**config.mk**
```make
export PLATFORM = sky130hd
export DESIGN_NAME = vic_ctrl
export DESIGN_NICKNAME = d
export VERILOG_FILES = /design/src/rtl/vic_pkg.sv /design/src/rtl/vic_detect.sv /design/src/rtl/vic_regs.sv /design/src/rtl/vic_scan.sv /design/src/rtl/vic_ctrl.sv
export SDC_FILE = /design/constraint.sdc
export NUM_CORES = 1
export LEC_CHECK = 0
export ABC_AREA = 0
export BUFFER_PORTS_ARGS = -buffer_cell sky130_fd_sc_hd__clkbuf_2
export CAP_MARGIN = 20
export CORE_MARGIN = 3
export CORE_UTILIZATION = 32
export DETAILED_ROUTE_END_ITERATION = 10
export PLACE_DENSITY_LB_ADDON = 0.25
export RECOVER_POWER = 100
export SLEW_MARGIN = 25
export SYNTH_ARGS = -nofsm -noshare
export SYNTH_HDL_FRONTEND = slang
export SYNTH_SLANG_ARGS = --single-unit
```
**constraint.sdc**
```tcl
create_clock -name clk -period 5.7 [get_ports clk]
set_input_delay 1.14 -clock clk [delete_from_list [all_inputs] [get_ports clk]]
set_output_delay 1.14 -clock clk [all_outputs]
set_load 0.1 [all_outputs]
```
**src/rtl/vic_pkg.sv**
```systemverilog
package vic_pkg;
  localparam int unsigned OFS_W = 4;

  // Register word offsets; the order is fixed because software decodes it.
  localparam logic [OFS_W-1:0] OFS_STAT  = 4'd0;
  localparam logic [OFS_W-1:0] OFS_SSET  = 4'd1;
  localparam logic [OFS_W-1:0] OFS_EN    = 4'd2;
  localparam logic [OFS_W-1:0] OFS_CRIT  = 4'd3;
  localparam logic [OFS_W-1:0] OFS_POL   = 4'd4;
  localparam logic [OFS_W-1:0] OFS_TRIG  = 4'd5;
  localparam logic [OFS_W-1:0] OFS_MSTAT = 4'd6;
  localparam logic [OFS_W-1:0] OFS_VEC   = 4'd7;
  localparam logic [OFS_W-1:0] OFS_VCFG  = 4'd8;
endpackage

```
**src/rtl/vic_detect.sv**
```systemverilog
module vic_detect #(
  parameter int unsigned N_SRC = 32
) (
  input  logic             clk,
  input  logic             rst_n,
  input  logic [N_SRC-1:0] req_in,
  output logic [N_SRC-1:0] lvl_sb,
  output logic [N_SRC-1:0] rise_sb
);
  logic [N_SRC-1:0] req_prev_q;
  logic [N_SRC-1:0] rise_in;

  always_ff @(posedge clk or negedge rst_n) begin
    if (!rst_n) req_prev_q <= '0;
    else        req_prev_q <= req_in;
  end

  assign rise_in = req_in & ~req_prev_q;

  // Input n lands on status bit N_SRC-1-n.
  for (genvar g = 0; g < N_SRC; g++) begin : g_map
    assign lvl_sb[N_SRC-1-g]  = req_in[g];
    assign rise_sb[N_SRC-1-g] = rise_in[g];
  end
endmodule

```
**src/rtl/vic_regs.sv**
```systemverilog
module vic_regs
  import vic_pkg::*;
#(
  parameter int unsigned N_SRC   = 32,
  parameter bit          HAS_VEC = 1'b1
) (
  input  logic             clk,
  input  logic             rst_n,
  input  logic             wr,
  input  logic [OFS_W-1:0] addr,
  input  logic [N_SRC-1:0] wdata,
  input  logic [N_SRC-1:0] lvl_sb,
  input  logic [N_SRC-1:0] rise_sb,
  output logic [N_SRC-1:0] status,
  output logic [N_SRC-1:0] en,
  output logic [N_SRC-1:0] crit,
  output logic [N_SRC-1:0] pol,
  output logic [N_SRC-1:0] trig,
  output logic [N_SRC-1:0] vcfg
);
  localparam logic [N_SRC-1:0] VCFG_MASK = ~(N_SRC'(2));

  logic [N_SRC-1:0] stat_q, stat_d;
  logic [N_SRC-1:0] en_q, crit_q, pol_q, trig_q, vcfg_q;
  logic             en_we, crit_we, pol_we, trig_we, vcfg_we;
  logic [N_SRC-1:0] held;

  assign held = lvl_sb & ~trig_q;

  always_comb begin
    en_we   = wr && (addr == OFS_EN);
    crit_we = wr && (addr == OFS_CRIT);
    pol_we  = wr && (addr == OFS_POL);
    trig_we = wr && (addr == OFS_TRIG);
    vcfg_we = wr && (addr == OFS_VCFG) && HAS_VEC;

    stat_d = stat_q;
    if (wr && (addr == OFS_STAT)) stat_d = (stat_d & ~wdata) | held;
    if (wr && (addr == OFS_SSET)) stat_d = stat_d | wdata;
    // Edge lines latch a rising input; level lines track the input.
    stat_d = stat_d | (rise_sb & trig_q);
    stat_d = (stat_d & trig_q) | held;
  end

  always_ff @(posedge clk or negedge rst_n) begin
    if (!rst_n) begin
      stat_q <= '0;
      en_q   <= '0;
      crit_q <= '0;
      pol_q  <= '0;
      trig_q <= '0;
      vcfg_q <= '0;
    end else begin
      stat_q <= stat_d;
      if (en_we)   en_q   <= wdata;
      if (crit_we) crit_q <= wdata;
      if (pol_we)  pol_q  <= wdata;
      if (trig_we) trig_q <= wdata;
      if (vcfg_we) vcfg_q <= wdata & VCFG_MASK;
    end
  end

  assign status = stat_q;
  assign en     = en_q;
  assign crit   = crit_q;
  assign pol    = pol_q;
  assign trig   = trig_q;
  assign vcfg   = vcfg_q;
endmodule

```
**src/rtl/vic_scan.sv**
```systemverilog
module vic_scan #(
  parameter int unsigned N_SRC     = 32,
  parameter int unsigned STRIDE_SH = 9
) (
  input  logic [N_SRC-1:0] pend,
  input  logic [N_SRC-1:0] vcfg,
  output logic [N_SRC-1:0] vec
);
  localparam int unsigned IDX_W = $clog2(N_SRC);

  logic [IDX_W-1:0] idx_lo, idx_hi, step;

  always_comb begin
    idx_lo = '0;
    for (int i = N_SRC - 1; i >= 0; i--) begin
      if (pend[i]) idx_lo = IDX_W'(i);
    end
    idx_hi = '0;
    for (int i = 0; i < N_SRC; i++) begin
      if (pend[i]) idx_hi = IDX_W'(i);
    end
    step = vcfg[0] ? (IDX_W'(N_SRC - 1) - idx_hi) : idx_lo;
    if (pend == '0) vec = '0;
    else            vec = {vcfg[N_SRC-1:2], 2'b00} + (N_SRC'(step) << STRIDE_SH);
  end
endmodule

```
**src/rtl/vic_ctrl.sv**
```systemverilog
module vic_ctrl
  import vic_pkg::*;
#(
  parameter int unsigned N_SRC     = 32,
  parameter bit          HAS_VEC   = 1'b1,
  parameter int unsigned STRIDE_SH = 9
) (
  input  logic             clk,
  input  logic             rst_n,
  input  logic             reg_wr,
  input  logic [3:0]       reg_addr,
  input  logic [31:0]      reg_wdata,
  output logic [31:0]      reg_rdata,
  input  logic [31:0]      irq_req,
  output logic             irq_norm,
  output logic             irq_crit
);
  logic [N_SRC-1:0] lvl_sb, rise_sb;
  logic [N_SRC-1:0] status_q, en_q, crit_q, pol_q, trig_q, vcfg_q;
  logic [N_SRC-1:0] norm_pend, crit_pend, vec_q;
  logic             norm_q, critout_q;

  vic_detect #(.N_SRC(N_SRC)) u_detect (
    .clk     (clk),
    .rst_n   (rst_n),
    .req_in  (irq_req),
    .lvl_sb  (lvl_sb),
    .rise_sb (rise_sb)
  );

  vic_regs #(.N_SRC(N_SRC), .HAS_VEC(HAS_VEC)) u_regs (
    .clk     (clk),
    .rst_n   (rst_n),
    .wr      (reg_wr),
    .addr    (reg_addr),
    .wdata   (reg_wdata),
    .lvl_sb  (lvl_sb),
    .rise_sb (rise_sb),
    .status  (status_q),
    .en      (en_q),
    .crit    (crit_q),
    .pol     (pol_q),
    .trig    (trig_q),
    .vcfg    (vcfg_q)
  );

  assign norm_pend = status_q & en_q & ~crit_q;
  assign crit_pend = status_q & en_q & crit_q;

  always_ff @(posedge clk or negedge rst_n) begin
    if (!rst_n) begin
      norm_q    <= 1'b0;
      critout_q <= 1'b0;
    end else begin
      norm_q    <= |norm_pend;
      critout_q <= |crit_pend;
    end
  end

  if (HAS_VEC) begin : g_vec
    logic [N_SRC-1:0] vec_d;
    vic_scan #(.N_SRC(N_SRC), .STRIDE_SH(STRIDE_SH)) u_scan (
      .pend (crit_pend),
      .vcfg (vcfg_q),
      .vec  (vec_d)
    );
    always_ff @(posedge clk or negedge rst_n) begin
      if (!rst_n) vec_q <= '0;
      else        vec_q <= vec_d;
    end
  end else begin : g_novec
    assign vec_q = '0;
  end

  always_comb begin
    unique case (reg_addr)
      OFS_STAT, OFS_SSET: reg_rdata = status_q;
      OFS_EN:             reg_rdata = en_q;
      OFS_CRIT:           reg_rdata = crit_q;
      OFS_POL:            reg_rdata = pol_q;
      OFS_TRIG:           reg_rdata = trig_q;
      OFS_MSTAT:          reg_rdata = status_q & en_q;
      OFS_VEC:            reg_rdata = HAS_VEC ? vec_q : '0;
      OFS_VCFG:           reg_rdata = HAS_VEC ? vcfg_q : '0;
      default:            reg_rdata = '0;
    endcase
  end

  assign irq_norm = norm_q;
  assign irq_crit = critout_q;
endmodule

```
==> impl_results.md <==
* Number of max-cap violations at 8
* Dpl cell area at between 10000 and 15000 um2
* Synth warn at 0
* CORE AREA at 37900 um2
* Sequential area share after synthesis at 0.515
* Maximum VDD drop at 205 uV
* Cell Int Power at just under 4 mW
* Leak pwr at 6.38 nW
* Post-CTS Setup Bufs at 0
* Top cell type by total area after synthesis: dfrtp_1
* Crit. End Element: output port
* # rows at 71
* Nets@finish at approximately 1300
* Final Hold Violating Endpoints at 0
* Drt first pass iters at 6
* Largest net degree at the start of global routing at 115
* Ys async rst share at 1.00
* Count of cell types in the netlist at 56
* CP Data Required Time at around 4.6 ns
* Die X at between 200 and 250 um
* Synth top cells by count: dfrtp_1 (255), mux2_2 (160), nand2_1 (141)
* Max Clock Freq at about 200 MHz
* Gate power share at 0.267
* GR Util met2 at 0.292
* Drt total wl at roughly 39 mm
* Synth Register Bits at 255
* Final Cycle Share at 0.888
* Die Area at 41100 um2
* Post-Syn Instances at approximately 1100
* M1 GR Usage at 0.274
* Clk_lat worst skew at between 0.5 and 0.6 ns
* Mapped Area at about 12000 um2
* IO buf count at between 100 and 150
* Net Sw Power at 2.12 mW
* Initial DRC count at ~900
* Top FF cell, synth: dfrtp_1
* Post-cts sizing count at 0
* H-tree levels at 1
* Clock Power Share at 0.298
* DP Wirelength at about 26 mm
* TritonCTS clock tree: done
* Worst Tran Pin Value at 3.03 ns
* Total CTS buffers at 27
* CTS Sinks at approximately 260
* Setup tns final at 0 ns
* Share of layout cells above drive strength 1 at 0.248
* Die Y at around 200 um
* Hold Buf Count CTS at 0
* Most frequent cell after synthesis: dfrtp_1
* Number of synthesized flops with an enable pin at 0
* Final critical-path required period at 5.06 ns
* Final setup violation count at 0
* Failing checks: max-capacitance violations, max-slew violations
* Initial antenna violation count at 1
* Hold crit path type: flop to flop
* Final Max Slew Viols at about 310
* Global-route wire length before repair at between 60 and 70 mm
* # fillers at 3805
* Vias at roughly 9700
* Total power per unit cell area at 422 nW/um2
* P&R area growth vs syn at 16.0%
* All-Layer GR Usage at 0.189
* Met3 Use GR at 0.0358
* Yosys top cell area share at 0.515
* Boundary Pins at between 100 and 150
* Crit Path Category: primary input to output port
* Crit path arrival time at 3.92 ns
* Drt drc at 0
* DRT antenna net count at 0
* Syn_nets at about 1200
* Reg clk slew, reported paths at about 0.060 ns
* Clock Path Buffers at 3
* Unrepaired setup endpoints after global routing: false
* Total grt overflow at 0
* Final Skew at between 0.01 and 0.015 ns
* Mean Syn Cell Area at about 11 um2
* GR peak layer: met2
* Status: complete, but fails checks
* Worst rel slew slack at -1.02
* Critical path fanouts, max at 15
* Post-route cell area at between 10000 and 15000 um2
* Clk root buf: clkbuf_16
* Sequential power share at 0.435
* Vias in the first global route at around 9700
* Diodes inserted at 0
* Sw Ratio at 0.350
* Initial Utilization at 0.326
* Synth area leaders: dfrtp_1 (52%), mux2_2 (15%), a22o_1 (5.7%), nand2_1 (4.3%), a222oi_1 (2.0%)
* CP Launch Type: primary input
* Via density at roughly 5.6
* Drt wl/cell at roughly 23 um
* Gpl congestion at 0.893
==> power by group through the flow <==
stage	Clock, mW	Sequential [mW]	Combinational (mW)
floorplan	0	2.52	1.25
global placement	0	2.65	1.61
detailed placement	0	2.66	1.63
CTS	1.85	2.63	1.64
global route	1.92	2.70	1.77
finish	1.81	2.64	1.62
==> per-stage QoR <==
stage | setup slack (ns) | total power, mW | instances | hold slack [ns] | util
after CTS | 1.12 | 6.12 | 1729 | 0.511 | 0.381
after floorplan | 0.902 | 3.77 | 1099 | 0.479 | -
after detailed placement | 1.13 | 4.29 | 1679 | 0.497 | 0.358
final | 0.639 | 6.07 | 1729 | 0.508 | 0.379
after global placement | 1.17 | 4.26 | 1679 | 0.491 | 0.358
after global routing | 0.515 | 6.39 | 1729 | 0.524 | 0.379
==> cell families after synthesis <==
kind of cell | after synthesis | synth area share
xor+xnor | 19 | 0.0134
compound gates | 280 | 0.175
simple gates | 307 | 0.119
buf+inv | 71 | 0.0240
flops | 255 | 0.515
mux | 160 | 0.145
fa+ha+maj | 7 | 0.00768
==> path summary, 6_finish.rpt <==
| kind | startpoint | endpoint | cells past startpoint | slack [ns] |
|---|---|---|---|---|
| max reg2reg | u_regs.crit[11]$_DFFE_PN0P_ | vec_q[28]$_DFF_PN0_ | 12 | 1.44 |
| min in group asynchronous | rst_n | irq_crit$_DFF_PN0_ | 1 | 1.51 |
| max in group asynchronous | rst_n | u_regs.pol[25]$_DFFE_PN0P_ | 2 | 1.78 |
| max | reg_addr[3] | reg_rdata[25] | 6 | 0.64 |
| min reg2reg | u_regs.pol[30]$_DFFE_PN0P_ | u_regs.pol[30]$_DFFE_PN0P_ | 1 | 0.51 |
| min | u_regs.pol[30]$_DFFE_PN0P_ | u_regs.pol[30]$_DFFE_PN0P_ | 1 | 0.51 |
==> critical path: stages <==
cell and delay [ns]:
clkbuf_2 0.33, clkbuf_1 0.75, nor2b_1 0.87, buf_12 0.26, a31oi_1 0.11, clkbuf_2 0.42
==> final cells by class <==
| class | count | area, um2 | area share |
|---|---|---|---|
| flip-flops and latches | 255 | 6380 | 0.444 |
| clock inverters | 7 | 91.3 | 0.00636 |
| repair buffers | 124 | 649 | 0.0452 |
| clock buffers | 43 | 816 | 0.0568 |
| inverters | 16 | 60.1 | 0.00418 |
| multi-input cells | 773 | 5730 | 0.399 |
| well taps | 511 | 639 | 0.0445 |
==> flip-flops by register name, summed over array words and instances, names as in the netlist <==
signal and cells:
irq_crit 1, u_regs.vcfg 31, u_regs.crit 32, vec_q 30, u_regs.en 32, u_regs.status 32
u_regs.trig 32, irq_norm 1, u_detect.req_prev_q 32, u_regs.pol 32
==> placed cells by master, fill, tap and decap left out, types with 9 or more instances in the layout <==
master,Yosys,routed
a221oi_1,17,17
o21ai_0,13,14
nor2b_1,12,12
xor2_1,14,14
nor2_1,34,31
clkbuf_16,0,27
a21oi_1,24,24
o22ai_1,16,16
clkbuf_2,0,74
inv_1,16,16
a31oi_1,21,21
and3_1,24,24
nor3_1,11,9
a21o_1,24,24
a222oi_1,25,25
clkbuf_1,40,46
dfrtp_1,255,255
nand2_1,141,141
a22o_1,81,81
mux2_2,160,160
a22oi_1,22,22
nand4_1,13,13
nand3_1,39,39
o211ai_1,17,17
==> per-layer routing <==
layer	vias to the layer above	wire, um
li1	4366	-
met1	4963	17900
met2	358	17700
met3	57	2810
met4	2	792
met5	-	13
Note: power is estimated with default switching activity, not from simulation.
